<file path="src/rtl/ds2_mux_pkg.sv">
package ds2_mux_pkg;
  localparam int NUM_TRIB = 4;
  localparam int TRIB_W = $clog2(NUM_TRIB);
  localparam int NUM_BLK = 6;
  localparam int BLK_W = $clog2(NUM_BLK);

  typedef enum logic [1:0] {OH_ZERO, OH_ONE, OH_XBIT} ohKind_e;

  typedef struct packed {
    logic isOh;
    ohKind_e ohKind;
    logic isDummy;
    logic [TRIB_W-1:0] slotTrib;
  } slotCtl_t;
endpackage

</file>
<file path="src/rtl/ds2_frame_ctl.sv">
module ds2_frame_ctl
  import ds2_mux_pkg::*;
#(
  parameter int INFO_BITS = 48
) (
  input  logic clk,
  input  logic rstN,
  input  logic [NUM_TRIB-1:0] stuffReq,
  output logic [NUM_TRIB-1:0] tribReq,
  output slotCtl_t ctl,
  output logic mfStart,
  output logic sfStart,
  output logic blkStart
);
  localparam int BLK_LEN = INFO_BITS + 1;
  localparam int BIT_W = $clog2(BLK_LEN);
  localparam logic [BIT_W-1:0] LAST_BIT = BIT_W'(BLK_LEN - 1);
  localparam logic [BLK_W-1:0] LAST_BLK = BLK_W'(NUM_BLK - 1);
  localparam logic [TRIB_W-1:0] LAST_TRIB = TRIB_W'(NUM_TRIB - 1);

  logic [BIT_W-1:0] bitCnt;
  logic [BLK_W-1:0] blkCnt;
  logic [TRIB_W-1:0] sfCnt;
  logic [TRIB_W-1:0] slotCnt;
  logic stuffActive;
  logic [BIT_W-1:0] sfExt;
  logic [TRIB_W-1:0] nextTrib;
  logic nextIsInfo;
  logic nextDummy;
  logic [NUM_TRIB-1:0] slotOneHot;

  assign sfExt = {{(BIT_W-TRIB_W){1'b0}}, sfCnt};

  always_ff @(posedge clk or negedge rstN) begin
    if (!rstN) begin
      bitCnt <= '0;
      blkCnt <= '0;
      sfCnt <= '0;
      slotCnt <= '0;
      stuffActive <= 1'b0;
    end else begin
      if (bitCnt == LAST_BIT) begin
        bitCnt <= '0;
        if (blkCnt == LAST_BLK) begin
          blkCnt <= '0;
          sfCnt <= (sfCnt == LAST_TRIB) ? '0 : sfCnt + 1'b1;
        end else begin
          blkCnt <= blkCnt + 1'b1;
        end
      end else begin
        bitCnt <= bitCnt + 1'b1;
      end
      slotCnt <= (bitCnt == '0 || slotCnt == LAST_TRIB) ? '0 : slotCnt + 1'b1;
      if (bitCnt == '0 && blkCnt == '0) stuffActive <= stuffReq[sfCnt];
    end
  end

  always_comb begin
    nextTrib = (bitCnt == '0 || slotCnt == LAST_TRIB) ? '0 : slotCnt + 1'b1;
    nextIsInfo = (bitCnt != LAST_BIT);
    nextDummy = stuffActive && blkCnt == LAST_BLK && bitCnt == sfExt;
  end

  for (genvar t = 0; t < NUM_TRIB; t++) begin : g_req
    assign tribReq[t] = nextIsInfo && !nextDummy && nextTrib == TRIB_W'(t);
    assign slotOneHot[t] = ctl.slotTrib == TRIB_W'(t);
  end

  always_comb begin
    ctl.isOh = (bitCnt == '0);
    ctl.slotTrib = slotCnt;
    ctl.isDummy = stuffActive && blkCnt == LAST_BLK && bitCnt == sfExt + 1'b1;
    case (blkCnt)
      BLK_W'(0): ctl.ohKind = (sfCnt == '0) ? OH_ZERO :
                              (sfCnt == LAST_TRIB) ? OH_XBIT : OH_ONE;
      BLK_W'(2): ctl.ohKind = OH_ZERO;
      LAST_BLK:  ctl.ohKind = OH_ONE;
      default:   ctl.ohKind = stuffActive ? OH_ONE : OH_ZERO;
    endcase
  end

  assign blkStart = (bitCnt == '0);
  assign sfStart = blkStart && blkCnt == '0;
  assign mfStart = sfStart && sfCnt == '0;

  a_r1_bit_in_range: assert property (@(posedge clk) disable iff (!rstN)
    bitCnt <= LAST_BIT);
  a_r1_block_longer_than_one: assert property (@(posedge clk) disable iff (!rstN)
    blkStart |=> !blkStart);
  a_r7_req_onehot: assert property (@(posedge clk) disable iff (!rstN)
    $onehot0(tribReq));
  a_r7_req_then_owned_slot: assert property (@(posedge clk) disable iff (!rstN)
    (|tribReq) |=> (!ctl.isOh && !ctl.isDummy && $past(tribReq) == slotOneHot));
  a_r5_stuff_held: assert property (@(posedge clk) disable iff (!rstN)
    !sfStart |=> $stable(stuffActive));
endmodule

</file>
<file path="src/rtl/ds2_frame_dp.sv">
module ds2_frame_dp
  import ds2_mux_pkg::*;
(
  input  logic clk,
  input  logic rstN,
  input  logic xBitWe,
  input  logic xBitIn,
  input  logic [NUM_TRIB-1:0] tribBit,
  input  slotCtl_t ctl,
  output logic ds2Data
);
  logic xReg;

  always_ff @(posedge clk or negedge rstN) begin
    if (!rstN) xReg <= 1'b1;
    else if (xBitWe) xReg <= xBitIn;
  end

  always_comb begin
    if (ctl.isOh) begin
      case (ctl.ohKind)
        OH_ONE:  ds2Data = 1'b1;
        OH_XBIT: ds2Data = xReg;
        default: ds2Data = 1'b0;
      endcase
    end else if (ctl.isDummy) begin
      ds2Data = 1'b0;
    end else begin
      ds2Data = tribBit[ctl.slotTrib];
    end
  end

  a_r3_x_write: assert property (@(posedge clk) disable iff (!rstN)
    xBitWe |=> xReg == $past(xBitIn));
  a_r3_x_hold: assert property (@(posedge clk) disable iff (!rstN)
    !xBitWe |=> $stable(xReg));
endmodule

</file>
<file path="src/rtl/ds2_mux_tx.sv">
module ds2_mux_tx
  import ds2_mux_pkg::*;
#(
  parameter int INFO_BITS = 48
) (
  input  logic clk,
  input  logic rstN,
  input  logic xBitWe,
  input  logic xBitIn,
  input  logic [3:0] stuffReq,
  input  logic [3:0] tribBit,
  output logic [3:0] tribReq,
  output logic ds2Data,
  output logic mfStart,
  output logic sfStart,
  output logic blkStart
);
  slotCtl_t ctl;

  ds2_frame_ctl #(.INFO_BITS(INFO_BITS)) u_ctl (
    .clk(clk), .rstN(rstN), .stuffReq(stuffReq), .tribReq(tribReq),
    .ctl(ctl), .mfStart(mfStart), .sfStart(sfStart), .blkStart(blkStart)
  );

  ds2_frame_dp u_dp (
    .clk(clk), .rstN(rstN), .xBitWe(xBitWe), .xBitIn(xBitIn),
    .tribBit(tribBit), .ctl(ctl), .ds2Data(ds2Data)
  );
endmodule

</file>
<file path="config.mk">
export PLATFORM = sky130hd
export DESIGN_NAME = ds2_mux_tx
export DESIGN_NICKNAME = d
export VERILOG_FILES = /design/src/rtl/ds2_mux_pkg.sv /design/src/rtl/ds2_frame_ctl.sv /design/src/rtl/ds2_frame_dp.sv /design/src/rtl/ds2_mux_tx.sv
export SDC_FILE = /design/constraint.sdc
export NUM_CORES = 1
export LEC_CHECK = 0
export ABC_CLOCK_PERIOD_IN_PS = 3100
export BUFFER_PORTS_ARGS = -buffer_cell sky130_fd_sc_hd__buf_4
export CORE_MARGIN = 2
export CORE_UTILIZATION = 40
export DETAILED_ROUTE_END_ITERATION = 10
export PLACE_DENSITY_LB_ADDON = 0.12
export SYNTH_ARGS = -nofsm -noshare
export SYNTH_HDL_FRONTEND = slang
export SYNTH_SLANG_ARGS = --single-unit
</file>
<file path="constraint.sdc">
create_clock -name clk -period 3.1 [get_ports clk]
set_input_delay 0.31 -clock clk [delete_from_list [all_inputs] [get_ports clk]]
set_output_delay 0.31 -clock clk [all_outputs]
set_load 0.05 [all_outputs]
</file>
==> flow_summary.json <==
{
  "status": "finished, final reports clean",
  "leakagePower_uw": 0.0005722,
  "power.share.switching": 0.2162,
  "worst-endpoint-required_ns": 2.79,
  "timing.final.setup_violations": 0,
  "p_comb_frac": 0.078,
  "fin_crit_ns": 2.537,
  "crit_path_end_kind": "output port",
  "final_replace_weighted_congestion": 0.7315,
  "grt_max_degree": 16,
  "number_of_buffers_created_by_cts": 3,
  "critPathMaxFanout": 7,
  "finClkSkew_ns": 0.003681,
  "route.detailed.drc": 0,
  "combined_area_of_all_synthesized_cells_sq_um": 949.7,
  "pin_slew_with_the_least_headroom_to_its_limit_ns": 0.4151,
  "critPathLaunchType": "flip-flop",
  "final_max_slew_viol_count": 0,
  "seq_area_frac_synth": 0.3966,
  "ant_nets": 0,
  "cts.root.buffer_cell": "clkbuf_4",
  "routed_wirelength_mm": 1.806,
  "placement.io_buffers": 19,
  "share_seq_of_total_power": 0.594,
  "max_cap_viol_count": 0,
  "floorplan.core_area_sq_um": 2233,
  "max_freq_ghz": 0.3941,
  "place_hpwl_mm": 1.425,
  "h-tree-depth": 1,
  "via_count": 698,
  "clock_tree_from_tritoncts": "built",
  "numClockSinks": 15,
  "total_internal_power_uw": 263.9,
  "areaGrowthSynthToFinish_pct": 21.34,
  "num_io_pins": 20,
  "grt_antenna_before_repair": 0,
  "hold_class": "input pin to flip-flop",
  "layout.core_utilization": 0.5160,
  "synth-warning-count": 0,
  "net_switching_power_figure_uw": 72.79,
  "syn_nets": 108,
  "grt_setup_unrepaired": "no",
  "diodes": 0,
  "post_route_setup_tns_ns": 0,
  "number_of_global_route_vias_before_repair": 698,
  "clkSlewWorstSetupHoldPaths_ns": 0.09,
  "core.rowCount": 17,
  "clock_latency_ns": 0.28,
  "timing_worst_setup_path_type": "flip-flop to output port",
  "floorplan.die_area_sq_um": 2780,
  "die_width_um": 52.73,
  "yosys_most_used_dff": "dfrtp_1",
  "route.detailed.wl_per_inst_um": 12.99,
  "floorplan.initialDensity": 0.4252,
  "pwr_density_cell_nw_per_um2": 292.2,
  "cts_buffer_depth": 2,
  "drive_above_1_share": 0.3243,
  "drt_pass1_iterations": 2,
  "netlist-cell-type-count": 29,
  "power.clock.fraction": 0.327,
  "asyncSetResetFlopFracSynth": 1.000,
  "finalCritPeriodShare": 0.8185,
  "relSlewSlack": 0.7211,
  "synthesis_stage_register_bit_count": 15,
  "syn_area_per_cell_sq_um": 10.79,
  "cell_count_after_synthesis": 88,
  "layout.filler_cells": 215,
  "vdd.ir_drop.worst_mv": 0.1909,
  "crit_path_dat_ns": 2.23,
  "gr-usage-all-layers": 0.1592,
  "routed_via_density": 5.022,
  "synth_edf_count": 0,
  "finalHoldViolCount": 0,
  "die_y_um": 52.73,
  "drt_iter0_drc": 1,
  "finalNetCount": 132,
  "grt_first_pass_wirelength_mm": 3.084,
  "gr-total-overflow": 0
}
[synthesized netlist by cell type, types with 2 or more instances]
cell,instances,area [sq um]
mux4_2,2,45.04
mux2_4,2,30.03
inv_1,7,26.28
nand2_1,6,22.52
nand3_1,3,15.01
dfrtp_1,14,350.3
nor2b_1,3,18.77
mux2_2,4,45.04
nor3_1,3,15.01
and3_1,4,25.02
nor2_1,8,30.03
ha_1,8,100.1
xnor2_1,5,43.79
xor2_1,4,35.03
[metrics by stage]
step / cells / cell area [sq um] / hold WS (ns) / power, uW / worst slack, ns
finish: 139 / 1152 / 0.2703 / 336.7 / 0.5628
global route: 139 / 1152 / 0.2590 / 357.0 / 0.3830
CTS: 139 / 1152 / 0.2699 / 343.0 / 0.5446
detailed placement: 134 / 1116 / 0.1781 / 230.2 / 0.8694
global placement: 134 / 1116 / 0.1769 / 228.8 / 0.9021
floorplan: 88 / 949.7 / 0.01441 / 212.7 / 0.9525
[registers in the layout, indices dropped and copies added, names as in the netlist]
signal             flops
u_ctl.bitCnt           6
u_ctl.blkCnt           3
u_ctl.sfCnt            2
u_ctl.slotCnt          2
u_ctl.stuffActive      1
u_dp.xReg              1
[path summary, 6_finish.rpt]
check / depth (start not counted) / to / slack (ns) / start
max: 10 / ds2Data / 0.56 / u_ctl.sfCnt[0]$_DFFE_PN0P_
min: 2 / u_dp.xReg$_DFFE_PN1P_ / 0.27 / xBitIn
max reg2reg: 6 / u_ctl.stuffActive$_DFFE_PN0P_ / 1.46 / u_ctl.bitCnt[0]$_DFF_PN0_
min reg2reg: 1 / u_ctl.blkCnt[0]$_DFFE_PN0N_ / 0.54 / u_ctl.blkCnt[0]$_DFFE_PN0N_
max in group asynchronous: 2 / u_dp.xReg$_DFFE_PN1P_ / 2.45 / rstN
min in group asynchronous: 2 / u_ctl.sfCnt[1]$_DFFE_PN0P_ / 0.41 / rstN
[logic make-up (layout without fill, tap and decap cells)]
family / after synthesis / after routing / synth area share
adders and majority gates: 8 / 8 / 0.1054
muxes: 8 / 8 / 0.1265
AOI/OAI and AO/OA: 5 / 5 / 0.04611
buffers and inverters: 8 / 31 / 0.03953
xor gates and xnor gates: 9 / 9 / 0.08300
and+or+nand+nor: 35 / 35 / 0.2029
DFF: 15 / 15 / 0.3966
[power groups by stage]
stage / clock network, uW / logic (uW) / registers, uW
global placement: 0 / 25.0 / 204
CTS: 116 / 27.0 / 200
detailed placement: 0 / 26.1 / 204
floorplan: 0 / 9.47 / 203
finish: 110 / 26.3 / 200
global route: 128 / 29.0 / 200
[worst max-delay path, cell delays in order, from the launching register on]
cell,delay [ns]
dfrtp_1,0.49
inv_1,0.08
ha_1,0.33
nand2_1,0.06
and3_1,0.18
inv_1,0.05
ha_1,0.19
a21oi_1,0.12
nor3_1,0.06
a31o_2,0.21
buf_4,0.18
[final cells by class]
type	count	area, sq um	share of cell area
flip-flops and latches	15	376.6	0.3268
well taps	28	35.03	0.03040
multi-input cells	65	535.5	0.4647
repair buffers	20	152.6	0.1325
inverters	7	26.28	0.02280
clock buffers	4	26.28	0.02280
[layer usage]
metal  GRT usage  vias to the layer above  wire, um
li1            -                      353         -
met1      0.2000                      329       843
met2      0.2438                       12       855
met3     0.05143                        4        74
met4     0.07692                        0        33
met5           0                        -         0
[repair_timing]
| action | 4_1_cts | 5_1_grt |
|---|---|---|
| gates resized for setup | 0 | 0 |
| hold endpoints to repair | 14 | 0 |
| hold buffers | 1 | 0 |
| setup buffers | 0 | 0 |
[layout by cell type (no fill, tap or decap)]
| master | Yosys | layout |
|---|---|---|
| buf_4 | 0 | 19 |
| dfrtp_1 | 14 | 14 |
| nor2_1 | 8 | 8 |
| ha_1 | 8 | 8 |
| inv_1 | 7 | 7 |
| nand2_1 | 6 | 6 |
| xnor2_1 | 5 | 5 |
| and3_1 | 4 | 4 |
| xor2_1 | 4 | 4 |
| mux2_2 | 4 | 4 |
| nand3_1 | 3 | 3 |
| nor2b_1 | 3 | 3 |
| nor3_1 | 3 | 3 |
| clkbuf_4 | 0 | 3 |
| mux4_2 | 2 | 2 |
| mux2_4 | 2 | 2 |
| nor2_2 | 1 | 1 |
| o21ai_0 | 1 | 1 |
| nor3b_1 | 1 | 1 |
| and4_4 | 1 | 1 |
| and2_1 | 1 | 1 |
| and4_1 | 1 | 1 |
| a41oi_2 | 1 | 1 |
| o31a_1 | 1 | 1 |
| and3b_1 | 1 | 1 |
| nor4_1 | 1 | 1 |
| a21oi_1 | 1 | 1 |
| a31o_2 | 1 | 1 |
| and3_4 | 1 | 1 |
| clkbuf_1 | 0 | 1 |
| dlygate4sd3_1 | 0 | 1 |
| dfstp_2 | 1 | 1 |
Note: power is estimated with default switching activity, not from simulation.
